### config.mk
export PLATFORM = sky130hd
export DESIGN_NAME = dmx_ctrl
export DESIGN_NICKNAME = d
export VERILOG_FILES = /design/src/rtl/dmx_pkg.sv /design/src/rtl/dmx_chan.sv /design/src/rtl/dmx_arb.sv /design/src/rtl/dmx_ctrl.sv
export SDC_FILE = /design/constraint.sdc
export NUM_CORES = 1
export LEC_CHECK = 0
export BUFFER_PORTS_ARGS = -buffer_cell sky130_fd_sc_hd__clkbuf_2
export CORE_UTILIZATION = 45
export DETAILED_ROUTE_END_ITERATION = 8
export SLEW_MARGIN = 20
export SYNTH_ARGS = -nofsm -noshare
export SYNTH_HDL_FRONTEND = slang
export SYNTH_SLANG_ARGS = --single-unit
### constraint.sdc
create_clock -name clk -period 2.6 [get_ports clk]
set_input_delay 0.39 -clock clk [delete_from_list [all_inputs] [get_ports clk]]
set_output_delay 0.39 -clock clk [all_outputs]
set_load 0.01 [all_outputs]
### src/rtl/dmx_pkg.sv
package dmx_pkg;
    typedef enum logic [2:0] {
        RG_MODE = 3'd0,
        RG_CTRL = 3'd1,
        RG_CNT  = 3'd2,
        RG_SRC  = 3'd3,
        RG_DST  = 3'd4
    } reg_sel_e;

    // mode byte bit positions
    localparam int unsigned MB_TRIG = 7;
    localparam int unsigned MB_DIR  = 6;
    localparam int unsigned MB_WIDE = 5;
    localparam int unsigned MB_HOLD = 4;
endpackage

### src/rtl/dmx_chan.sv
module dmx_chan #(
    parameter int unsigned SEL_W  = 4,
    parameter int unsigned CNT_W  = 10,
    parameter int unsigned ADDR_W = 16
) (
    input  logic                      clk,
    input  logic                      rst_n,
    input  logic                      wr_en,
    input  dmx_pkg::reg_sel_e         wr_reg,
    input  logic                      wr_bit,
    input  logic [2:0]                wr_pos,
    input  logic [ADDR_W-1:0]         wr_data,
    input  logic [(1<<SEL_W)-1:0]     hw_req,
    input  logic                      grant,
    input  logic                      done,
    output logic                      pend,
    output logic                      dir,
    output logic                      wide,
    output logic                      act,
    output logic [ADDR_W-1:0]         src,
    output logic [ADDR_W-1:0]         dst,
    output logic [CNT_W-1:0]          cnt,
    output logic [7:0]                mode_rd,
    output logic [7:0]                ctrl_rd
);
    import dmx_pkg::*;

    typedef struct packed {
        logic              dir;
        logic              wide;
        logic              hold;
        logic [SEL_W-1:0]  sel;
        logic              en;
        logic              act;
        logic              req;
        logic [1:0]        hage;
        logic [CNT_W-1:0]  cnt;
        logic [ADDR_W-1:0] src;
        logic [ADDR_W-1:0] dst;
    } chan_st_t;

    chan_st_t          s_q, s_d;
    logic [7:0]        cur_byte, wbyte;
    logic              held, sw_hit, hw_hit;
    logic [ADDR_W-1:0] step;

    always_comb begin
        mode_rd  = {1'b0, s_q.dir, s_q.wide, s_q.hold, 4'(s_q.sel)};
        ctrl_rd  = {6'b0, s_q.act, s_q.en};
        cur_byte = (wr_reg == RG_CTRL) ? ctrl_rd : mode_rd;
        wbyte    = wr_data[7:0];
        if (wr_bit) begin
            wbyte         = cur_byte;
            wbyte[wr_pos] = wr_data[0];
        end
        held   = s_q.hold & (&s_q.hage);
        pend   = s_q.req & s_q.act & ~held;
        sw_hit = wr_en && (wr_reg == RG_MODE) && wbyte[MB_TRIG] && s_q.en && s_q.act;
        hw_hit = s_q.act && hw_req[s_q.sel];
        step   = s_q.wide ? ADDR_W'(2) : ADDR_W'(1);

        s_d      = s_q;
        s_d.hage = {s_q.hage[0], s_q.hold};
        if (grant)           s_d.req = 1'b0;
        if (sw_hit || hw_hit) s_d.req = 1'b1;
        if (done) begin
            s_d.src = s_q.src + step;
            s_d.dst = s_q.dst + step;
            s_d.cnt = s_q.cnt - 1'b1;
            if (s_q.cnt == CNT_W'(1)) s_d.act = 1'b0;
        end
        if (wr_en) begin
            case (wr_reg)
                RG_MODE: begin
                    s_d.hold = wbyte[MB_HOLD];
                    if (!s_q.act) begin
                        s_d.dir  = wbyte[MB_DIR];
                        s_d.wide = wbyte[MB_WIDE];
                        s_d.sel  = wbyte[SEL_W-1:0];
                    end
                end
                RG_CTRL: begin
                    s_d.en  = wbyte[0];
                    s_d.act = wbyte[0] && (s_d.cnt != '0);
                end
                RG_CNT: if (!s_q.act) s_d.cnt = wr_data[CNT_W-1:0];
                RG_SRC: if (!s_q.act) s_d.src = wr_data;
                RG_DST: if (!s_q.act) s_d.dst = wr_data;
                default: ;
            endcase
        end
        if (!s_d.act) s_d.req = 1'b0;
    end

    always_ff @(posedge clk or negedge rst_n) begin
        if (!rst_n) s_q <= '0;
        else        s_q <= s_d;
    end

    assign dir  = s_q.dir;
    assign wide = s_q.wide;
    assign act  = s_q.act;
    assign src  = s_q.src;
    assign dst  = s_q.dst;
    assign cnt  = s_q.cnt;
endmodule

### src/rtl/dmx_arb.sv
module dmx_arb #(
    parameter int unsigned NCH    = 2,
    parameter int unsigned ADDR_W = 16,
    parameter int unsigned CH_W   = 1
) (
    input  logic              clk,
    input  logic              rst_n,
    input  logic [NCH-1:0]    pend,
    input  logic [NCH-1:0]    dir_v,
    input  logic [NCH-1:0]    wide_v,
    input  logic [ADDR_W-1:0] src_v [NCH],
    input  logic [ADDR_W-1:0] dst_v [NCH],
    input  logic              bus_done,
    output logic [NCH-1:0]    grant,
    output logic              bus_req,
    output logic [CH_W-1:0]   bus_ch,
    output logic              bus_dir,
    output logic              bus_wide,
    output logic [ADDR_W-1:0] bus_src,
    output logic [ADDR_W-1:0] bus_dst
);
    typedef struct packed {
        logic              busy;
        logic [CH_W-1:0]   ch;
        logic              dir;
        logic              wide;
        logic [ADDR_W-1:0] src;
        logic [ADDR_W-1:0] dst;
    } arb_st_t;

    arb_st_t         s_q, s_d;
    logic            found;
    logic [CH_W-1:0] pick;

    always_comb begin
        s_d   = s_q;
        grant = '0;
        found = 1'b0;
        pick  = '0;
        for (int i = 0; i < NCH; i++) begin
            if (pend[i] && !found) begin
                found = 1'b1;
                pick  = CH_W'(i);
            end
        end
        if (s_q.busy) begin
            if (bus_done) s_d.busy = 1'b0;
        end else if (found) begin
            grant[pick] = 1'b1;
            s_d.busy    = 1'b1;
            s_d.ch      = pick;
            s_d.dir     = dir_v[pick];
            s_d.wide    = wide_v[pick];
            s_d.src     = src_v[pick];
            s_d.dst     = dst_v[pick];
        end
    end

    always_ff @(posedge clk or negedge rst_n) begin
        if (!rst_n) s_q <= '0;
        else        s_q <= s_d;
    end

    assign bus_req  = s_q.busy;
    assign bus_ch   = s_q.ch;
    assign bus_dir  = s_q.dir;
    assign bus_wide = s_q.wide;
    assign bus_src  = s_q.src;
    assign bus_dst  = s_q.dst;
endmodule

### src/rtl/dmx_ctrl.sv
module dmx_ctrl #(
    parameter int unsigned NCH    = 2,
    parameter int unsigned SEL_W  = 4,
    parameter int unsigned CNT_W  = 10,
    parameter int unsigned ADDR_W = 16,
    localparam int unsigned NSRC  = 1 << SEL_W,
    localparam int unsigned CH_W  = (NCH > 1) ? $clog2(NCH) : 1
) (
    input  logic              clk,
    input  logic              rst_n,
    input  logic              cfg_wr,
    input  logic              cfg_bit,
    input  logic [CH_W-1:0]   cfg_ch,
    input  logic [2:0]        cfg_addr,
    input  logic [2:0]        cfg_bitsel,
    input  logic [ADDR_W-1:0] cfg_wdata,
    output logic [ADDR_W-1:0] cfg_rdata,
    input  logic [NSRC-1:0]   hw_req,
    output logic              bus_req,
    output logic [CH_W-1:0]   bus_ch,
    output logic              bus_dir,
    output logic              bus_wide,
    output logic [ADDR_W-1:0] bus_src,
    output logic [ADDR_W-1:0] bus_dst,
    input  logic              bus_done
);
    import dmx_pkg::*;

    reg_sel_e          sel_reg;
    logic [NCH-1:0]    pend_v, dir_v, wide_v, act_v, grant_v, done_v;
    logic [ADDR_W-1:0] src_v [NCH];
    logic [ADDR_W-1:0] dst_v [NCH];
    logic [CNT_W-1:0]  cnt_v [NCH];
    logic [7:0]        mode_v [NCH];
    logic [7:0]        ctrl_v [NCH];

    assign sel_reg = reg_sel_e'(cfg_addr);

    for (genvar g = 0; g < NCH; g++) begin : g_ch
        assign done_v[g] = bus_req & bus_done & (bus_ch == CH_W'(g));
        dmx_chan #(.SEL_W(SEL_W), .CNT_W(CNT_W), .ADDR_W(ADDR_W)) u_ch (
            .clk     (clk),
            .rst_n   (rst_n),
            .wr_en   (cfg_wr && (cfg_ch == CH_W'(g))),
            .wr_reg  (sel_reg),
            .wr_bit  (cfg_bit),
            .wr_pos  (cfg_bitsel),
            .wr_data (cfg_wdata),
            .hw_req  (hw_req),
            .grant   (grant_v[g]),
            .done    (done_v[g]),
            .pend    (pend_v[g]),
            .dir     (dir_v[g]),
            .wide    (wide_v[g]),
            .act     (act_v[g]),
            .src     (src_v[g]),
            .dst     (dst_v[g]),
            .cnt     (cnt_v[g]),
            .mode_rd (mode_v[g]),
            .ctrl_rd (ctrl_v[g])
        );
    end

    dmx_arb #(.NCH(NCH), .ADDR_W(ADDR_W), .CH_W(CH_W)) u_arb (
        .clk      (clk),
        .rst_n    (rst_n),
        .pend     (pend_v),
        .dir_v    (dir_v),
        .wide_v   (wide_v),
        .src_v    (src_v),
        .dst_v    (dst_v),
        .bus_done (bus_done),
        .grant    (grant_v),
        .bus_req  (bus_req),
        .bus_ch   (bus_ch),
        .bus_dir  (bus_dir),
        .bus_wide (bus_wide),
        .bus_src  (bus_src),
        .bus_dst  (bus_dst)
    );

    always_comb begin
        case (sel_reg)
            RG_MODE: cfg_rdata = ADDR_W'(mode_v[cfg_ch]);
            RG_CTRL: cfg_rdata = ADDR_W'(ctrl_v[cfg_ch]);
            RG_CNT:  cfg_rdata = ADDR_W'(cnt_v[cfg_ch]);
            RG_SRC:  cfg_rdata = src_v[cfg_ch];
            RG_DST:  cfg_rdata = dst_v[cfg_ch];
            default: cfg_rdata = '0;
        endcase
    end
endmodule

# Yosys cells after proc, flatten, opt, wreduce, memory -nomap -nowiden
# Index checks and enable logic that the tools add are counted.
# W data, S select, Z words.
[word_totals]
reg_bits = 144
input_bits = 44
[classes]
bitwise_logic = 18
n_eq_ne = 8
mux = 80
n_reduce_logical = 32
addsub = 6
n_lt_le_gt_ge = 8
[ops]
columns = ["operator", "count"]
rows = [
  ["$mux W16", 20],
  ["$mux W42", 4],
  ["$pmux W16 S5", 1],
  ["$mux W10", 7],
  ["$add A16 B16 Y16", 4],
  ["$mux W8", 6],
  ["$mux W36", 1],
  ["$mux W1", 27],
  ["$mux W7", 3],
  ["$eq A10 B1 Y1 const B", 2],
  ["$reduce_bool A10 Y1", 2],
  ["$sub A10 B1 Y10 const B", 2],
  ["$logic_and A1 B1 Y1", 17],
  ["$bwmux W8", 2],
  ["$reduce_and A2 Y1", 7],
  ["$lt A4 B5 Y1 const B", 2],
  ["$mux W2", 5],
  ["$and A1 B1 Y1", 9],
  ["$bmux W1 S4", 2],
  ["$not A1 Y1", 7],
  ["$eq A3 B2 Y1 const B", 2],
  ["$ne A3 B3 Y1 const B", 2],
  ["$reduce_and A3 Y1", 2],
  ["$ge A2 B2 Y1 const B", 2],
  ["12 further kinds", 14],
]

# Longest topological paths before layout
# Gate-level depths: netlist of the first run.
[logic_depth]
depth_word = 17
mapped_depth = 9
mapped_depth_nobuf = 9

# Modules after synthesis
# Synthesis of the first run repeated with hierarchy kept, for this count alone.
[unflattened]
hier_cells = 1141
area_unflattened_um2 = 10513.8
[modules_own_cells]
columns = ["mod", "area_per_inst_um2", "instances", "cells_per_inst"]
rows = [
  ["dmx_chan at g_ch[0].u_ch", 3812.4, 1, 425],
  ["dmx_chan at g_ch[1].u_ch", 3762.4, 1, 414],
  ["dmx_arb", 1925.6, 1, 179],
  ["dmx_ctrl", 1013.5, 1, 123],
]

# Least setup slack after synthesis of the first run
# OpenSTA, ideal clock, no wires.
[synth_path]
path_kind = "register to register"
start = "register g_ch[0].u_ch.s_q (netlist bit g_ch[0].u_ch.wide)"
end = "register g_ch[0].u_ch.s_q (netlist bit g_ch[0].u_ch.dst[12])"
setup_slack_ns = 0.472
required_time_ns = 2.472
t_arrival_ns = 2.000
path_buffers = 0
stages_incl_launch_ff = 10
setup_ns = 0.128
path_cell_list = "dfrtp_1 > inv_1 > ha_1 > inv_1 > fa_1 > and4bb_1 > nand2_1 > nor4_1 > xnor2_1 > o21ai_0"
[synth_lines]
columns = ["element", "line_no", "text"]
rows = [
  ["start, declared", "dmx_chan.sv:42", "chan_st_t s_q, s_d;"],
  ["start signal, assigned", "dmx_chan.sv:96", "if (!rst_n) s_q <= '0;"],
  ["start signal, assigned", "dmx_chan.sv:97", "else s_q <= s_d;"],
]

# Final worst setup path of the first run
[layout_path]
start = "register g_ch[0].u_ch.s_q (netlist bit g_ch[0].u_ch.cnt[0])"
end = "output port cfg_rdata[0]"
[layout_between]
elab_chain_len = 4
[layout_lines]
columns = ["element", "line_no", "text"]
rows = [
  ["$mux W10 (not written as such) (3 in series)", "dmx_ctrl.sv:86", "RG_CNT: cfg_rdata = ADDR_W'(cnt_v[cfg_ch]);"],
  ["$pmux W16 S5", "dmx_ctrl.sv:83", "case (sel_reg)"],
  ["end, declared", "dmx_ctrl.sv:17", "output logic [ADDR_W-1:0] cfg_rdata,"],
]
# No other way between the ends. The select of a mux whose other input is x is not followed.

==> flow_summary_export.csv, run 1 <==
group,metric,value,unit
pwr,internal_power,5.453,mW
global_route,grt_max_degree,63,
floorplanning,die-area,0.02008,mm²
pwr,pwr-share-seq,43.7,%
pwr,p_comb_share,29.8,%
pwr,p_leak,4.405,nW
placed_design,routabilityCongestion,0.9180,
timing,setup_slack,0.2213,ns
yosys,yosysTopAreaCellShare,41.04,%
routing,final_antenna_net_count,0,
global_route,antenna_found_initial,0,
yosys,syn_nets,1029,
routing,vias_per_cell,5.874,
yosys,synth_area_leader_cell,"dfrtp_1",
floorplanning,die_h,141.7,µm
pwr,p_sw_share,38.23,%
routing,routed_wl,27.85,mm
finish,area_growth,15.85,%
global_route,grt_pass1_wl,43.53,mm
yosys,synth_edf_count,0,
timing,slew_headroom,54.99,%
placed_design,port_buffers,95,
clocking,cts_resized,0,
finish,final_nets,1116,
worst_setup_path,cp_num_buf_inv,1,
worst_setup_path,cp_top_family,"multiplexers",
timing,finalHoldWorstSlack,0.2318,ns
global_route,grt_pass1_vias,7471,
routing,drc,0,
pwr,power_frac_clock,26.4,%
routing,drt_iter0_drc,747,
run_status,run_status,"finished clean",
yosys,yosysSeqAreaShare,41.04,%
finish,fin_cells,1329,
placed_design,dp.cells,1296,
placed_design,place_ws,0.2596,ns
finish,regArea,0.003603,mm²
clocking,cts_tree,"yes",
routing,dr.pass1.iters,7,
global_route,globalRouteOverflowTotal,0,
yosys,yosysWarnings,0,
floorplanning,die_w,141.7,µm
finish,multi_input_area,0.004798,mm²
finish,antenna_cells,0,
yosys,syn_area_per_cell,9.062,µm²
pwr,p_sw,3.375,mW
pwr,peakVddDrop,446.7,µV
clocking,post_cts_buffers,0,
flow_run,cap_violations,0,
clocking,clock-sinks,144,
clocking,insertion_delay,0.43,ns
worst_setup_path,crit_fanout,10,
floorplanning,core_area,0.01889,mm²
routing,avgRoutedWirePerCell,20.96,µm
floorplanning,row_count,50,
timing,max_freq,420.4,MHz
finish,final_cell_mix,"dfrtp_1, nor2_1, clkbuf_2",
yosys,synthCells,969,
worst_setup_path,cp.required,2.21,ns
timing,fin_crit,2.379,ns
timing,slew_violations,0,
yosys,synthTopCellsByArea,"dfrtp_1, a21oi_1, nor2_1",
clocking,cts_root_buffer,"clkbuf_16",
yosys,yosysUniqueCellTypes,68,
worst_hold_path,min-delay-path-class,"in2reg",
routing,num_vias,7807,
placed_design,dp_hpwl,20.16,mm
floorplanning,ios,96,
worst_setup_path,max_stage_delay,0.52,ns
timing,setup_viol,0,
finish,final_common_cell,"dfrtp_1",
pwr,powerDensity,867.9,mW/mm²
timing,fin_setup_tns,0,ns
finish,drive_gt1_share,19.27,%
yosys,synthArstFlopShare,100.0,%
clocking,cts_max_level,4,
yosys,synthesis.area,0.008781,mm²
timing,hold_violations,0,
clocking,cts_buffers,17,
worst_setup_path,crit_chain,"mux4_2 > a221oi_1 > nor2_1 > clkbuf_2",
yosys,synthFlopType,"dfrtp_1",
timing,skew,0.006981,ns
timing,period_share,91.49,%
worst_setup_path,critPathSlowestCell,"mux4_2",
floorplanning,start_util,46.48,%
timing,worst_pin_slew,0.6736,ns
worst_setup_path,endpoint_kind,"primary output",
timing,rsz0062_at_grt,"false",
clocking,cts.clk_slew.worst_paths,0.06,ns
finish,n_fill_cell,1824,
clocking,clockBufferDepth,2,
worst_setup_path,worstSetupPathType,"reg2out",
global_route,grt_usage,29.05,%
worst_setup_path,cp-start-kind,"register",
yosys,ys_seq_elements,144,
worst_setup_path,crit_arrival,1.99,ns
[worst register-to-register path, stage by stage (launching register included)]
cell and delay, ns:
dfrtp_1 0.44, inv_1 0.20, ha_1 0.21, inv_1 0.06
fa_1 0.42, nor4_2 0.41, nand2_1 0.12, xnor2_1 0.13
mux2_2 0.27
[final cells by class]
| cell class | instances | share of cell area, % |
|---|---|---|
| Clock buffer | 20 | 4.391 |
| Timing Repair Buffer | 128 | 7.565 |
| Sequential cell | 144 | 35.42 |
| Tap cell | 260 | 3.198 |
| Clock inverter | 12 | 1.107 |
| Multi-Input combinational cell | 734 | 47.17 |
| Inverter | 31 | 1.144 |
[cells by family after synthesis]
family / synth area share [%]
AOI/OAI and AO/OA: 16.10
adders and majority gates: 2.622
xor gates and xnor gates: 7.381
DFF: 41.04
buffers and inverters: 4.317
and+or+nand+nor: 19.21
muxes: 9.333
[Yosys cell counts, types with 4 or more instances]
cell        n
nor4_1     10
nor3_1     14
nor2b_1     7
ha_1       12
buf_2      20
a31oi_1     9
a21oi_1    93
fa_1        4
dfrtp_1   144
mux4_2     10
a221oi_1   10
nor2_1    123
xnor2_1    37
a222oi_1    6
clkbuf_1   34
inv_1      29
nand2_1    77
mux2_2     19
nand4_1    20
nand3_1    31
o21ai_0    50
xor2_1     37
o22ai_1    44
mux2i_1    38
nor3_2      5
and3_1     16
[through the flow]
stage | utilization [%] | cell area (µm²) | total power [mW]
after global placement | 50.83 | 9603 | 6.442
after CTS | 53.84 | 10170 | 8.842
after global routing | 53.84 | 10170 | 9.385
after detailed placement | 50.83 | 9603 | 6.486
final | 53.84 | 10170 | 8.829
after floorplan | - | 8781 | 5.398
[power by group through the flow]
stage | registers (mW) | clock network (mW) | logic [mW]
floorplan | 3.59 | 0 | 1.81
global placement | 3.86 | 0 | 2.58
detailed placement | 3.87 | 0 | 2.61
CTS | 3.84 | 2.37 | 2.63
global route | 3.97 | 2.47 | 2.95
finish | 3.86 | 2.33 | 2.63
[metal layers]
layer / track usage [%] / part of all wire [%] / vias to the layer above
met5: 0 / 0 / -
met4: 8.885 / 2.2 / 0
met3: 7.594 / 8.5 / 41
met2: 42.99 / 43 / 324
met1: 41.49 / 46 / 3776
li1: - / - / 3666
[repair_timing]
item,in CTS,in global routing
hold buffers,1,0
endpoints found under the setup margin,0,0
endpoints found under the hold margin,59,0
[path summary, 6_finish.rpt]
kind	startpoint	endpoint	slack [ns]	depth (start not counted)
min in group asynchronous	rst_n	g_ch[1].u_ch.cnt[6]	0.52	2
min	cfg_wdata[2]	g_ch[1].u_ch.cnt[2]	0.23	3
max	g_ch[0].u_ch.cnt[0]	cfg_rdata[0]	0.22	4
max in group asynchronous	rst_n	g_ch[0].u_ch.src[7]	1.38	3
min reg2reg	g_ch[0].u_ch.s_d[43]	g_ch[0].u_ch.s_q[43]	0.37	0
max reg2reg	g_ch[1].u_ch.wide	g_ch[1].u_ch.dst[14]	0.24	8
[sequential cells by signal, summed over array words and instances, names as in the netlist]
| name | cells |
|---|---|
| u_arb.bus_req | 1 |
| u_arb.bus_dst | 16 |
| g_ch.u_ch.dst | 32 |
| g_ch.u_ch.ctrl_rd | 2 |
| u_arb.bus_ch | 1 |
| g_ch.u_ch.mode_rd | 10 |
| u_arb.bus_src | 16 |
| g_ch.u_ch.s_q | 4 |
| u_arb.bus_dir | 1 |
| g_ch.u_ch.act | 2 |
| g_ch.u_ch.src | 32 |
| g_ch.u_ch.cnt | 20 |
| g_ch.u_ch.dir | 2 |
| u_arb.bus_wide | 1 |
| g_ch.u_ch.s_d | 2 |
| g_ch.u_ch.wide | 2 |
No activity file was read; power rests on OpenSTA's default activity.
==> run 2, diff against run 1 <==
- CORE_UTILIZATION: 45 -> 60
- CTS_BUF_LIST: unset -> sky130_fd_sc_hd__clkbuf_4 sky130_fd_sc_hd__clkbuf_8 sky130_fd_sc_hd__clkbuf_16
- PLACE_DENSITY: unset -> 0.81
==> flow_summary_export.csv, run 2 (synthesized netlist as in run 1, its figures left out) <==
group,metric,value,unit
timing,fin_setup_tns,0,ns
finish,multi_input_area,0.004805,mm²
clocking,cts_tree,"yes",
worst_setup_path,endpoint_kind,"register",
timing,period_share,96.98,%
clocking,cts.clk_slew.worst_paths,0.06,ns
global_route,grt_pass1_vias,7382,
pwr,p_leak,4.392,nW
worst_setup_path,crit_fanout,6,
routing,wl_met3,3.037,mm
finish,regArea,0.003603,mm²
routing,routed_wl,26.09,mm
pwr,p_sw,3.436,mW
worst_setup_path,crit_chain,"inv_1 > ha_1 > inv_1 > fa_1 > and4bb_1 > nand2_1 > nor4_1 > xnor2_1 > o21ai_0",
floorplanning,core_area,0.01410,mm²
floorplanning,die_h,123.0,µm
finish,final_nets,1109,
clocking,cts_root_buffer,"clkbuf_16",
routing,final_antenna_net_count,0,
routing,vias_per_cell,6.490,
finish,drive_gt1_share,19.02,%
timing,fin_crit,2.521,ns
floorplanning,die_w,123.0,µm
pwr,p_sw_share,37.49,%
timing,slew_headroom,54.09,%
pwr,internal_power,5.729,mW
floorplanning,ios,96,
worst_setup_path,crit_path_frequent_cell,"inv_1",
worst_setup_path,cp_top_family,"simple AND/OR/NAND/NOR gates",
global_route,antenna_found_initial,0,
worst_setup_path,max_stage_delay,0.45,ns
routing,drc,0,
run_status,run_status,"finished clean",
clocking,clock-sinks,144,
clocking,clockBufferDepth,2,
flow_run,cap_violations,0,
clocking,cts_max_level,4,
finish,final_util,71.51,%
timing,worst_pin_slew,0.6872,ns
timing,finalHoldWorstSlack,0.2191,ns
global_route,grt_pass1_wl,41.01,mm
finish,n_fill_cell,1099,
timing,hold_violations,0,
global_route,grt_usage,36.60,%
finish,area_growth,14.79,%
routing,drt_iter0_drc,920,
worst_setup_path,crit_arrival,2.83,ns
routing,avgRoutedWirePerCell,21.01,µm
routing,dr.pass1.iters,5,
finish,final_common_cell,"dfrtp_1",
global_route,grt_max_degree,51,
floorplanning,row_count,43,
clocking,insertion_delay,0.44,ns
global_route,globalRouteOverflowTotal,0,
routing,dr_wl_met2,11.35,mm
routing,drt-met1-wl,10.82,mm
floorplanning,start_util,62.29,%
pwr,p_comb_share,28.5,%
routing,dr.max_layer_used,"met4",
pwr,pwr-share-seq,42.5,%
finish,fin_cells,1242,
worst_setup_path,cp_num_buf_inv,2,
routing,num_vias,8060,
worst_hold_path,min-delay-path-class,"in2reg",
floorplanning,die-area,0.01512,mm²
timing,skew,0.008713,ns
placed_design,dp.cells,1209,
worst_setup_path,cp.required,2.91,ns
worst_setup_path,worstSetupPathType,"reg2reg",
timing,max_freq,396.6,MHz
placed_design,port_buffers,95,
pwr,powerDensity,909.2,mW/mm²
worst_setup_path,cp-start-kind,"register",
pwr,power_frac_clock,29.1,%
placed_design,dp_hpwl,18.43,mm
worst_setup_path,critPathSlowestCell,"dfrtp_1",
timing,setup_viol,0,
finish,antenna_cells,0,
clocking,post_cts_buffers,0,
pwr,peakVddDrop,489.3,µV
clocking,cts_buffers,17,
finish,final_cell_mix,"dfrtp_1, nor2_1, clkbuf_2",
timing,slew_violations,0,
placed_design,routabilityCongestion,1.030,
==> run 2: area by class of cell <==
cell class / instances / share of cell area [%]
multi-input combinational: 734 / 47.67
timing repair buffer: 121 / 6.864
inverter: 31 / 1.154
clock buffer: 18 / 4.295
tap: 180 / 2.234
clock inverter: 14 / 2.036
sequential: 144 / 35.75
==> run 2: worst min-delay path, stage by stage <==
cell and delay [ns]:
clkbuf_2 0.09, nor2_1 0.09, a21oi_1 0.05
==> run 2: power groups by stage <==
stage | clock network [mW] | logic, mW | registers [mW]
floorplan | 0 | 1.81 | 3.59
detailed placement | 0 | 2.55 | 3.88
finish | 2.66 | 2.61 | 3.89
CTS | 2.67 | 2.58 | 3.85
global route | 2.77 | 2.88 | 3.97
global placement | 0 | 2.48 | 3.85
==> run 2: routing by layer <==
| metal | vias up | global-route usage [%] |
|---|---|---|
| met2 | 506 | 52.18 |
| met5 | - | 0 |
| li1 | 3654 | - |
| met1 | 3829 | 52.35 |
| met4 | 0 | 15.66 |
| met3 | 71 | 10.01 |
==> run 2: through the flow <==
step	power [mW]	area [µm²]	worst slack (ns)
2_1_floorplan	5.398	8781	0.4724
3_3_place_gp	6.331	9425	0.2724
3_5_place_dp	6.422	9425	0.1441
4_1_cts	9.095	10070	0.1305
5_1_grt	9.622	10080	-0.01884
6_report	9.164	10080	0.07861
==> run 2: worst paths after layout <==
check	from	to	slack, ns	cells after the start
setup reg to reg	g_ch[0].u_ch.wide	g_ch[0].u_ch.dst[12]	0.08	9
setup / recovery	g_ch[0].u_ch.wide	g_ch[0].u_ch.dst[12]	0.08	9
max in group asynchronous	rst_n	u_arb.bus_dst[15]	1.40	3
hold / removal	cfg_wdata[2]	g_ch[1].u_ch.cnt[2]	0.22	3
hold reg to reg	g_ch[0].u_ch.s_d[43]	g_ch[0].u_ch.s_q[43]	0.37	0
min in group asynchronous	rst_n	g_ch[0].u_ch.cnt[0]	0.46	2
==> run 2: repair_timing <==
item / 4_1_cts / 5_1_grt
setup endpoints to repair: 0 / 1
endpoints found under the hold margin: 47 / 0
hold buffers: 1 / 0
gates resized for setup: 0 / 1
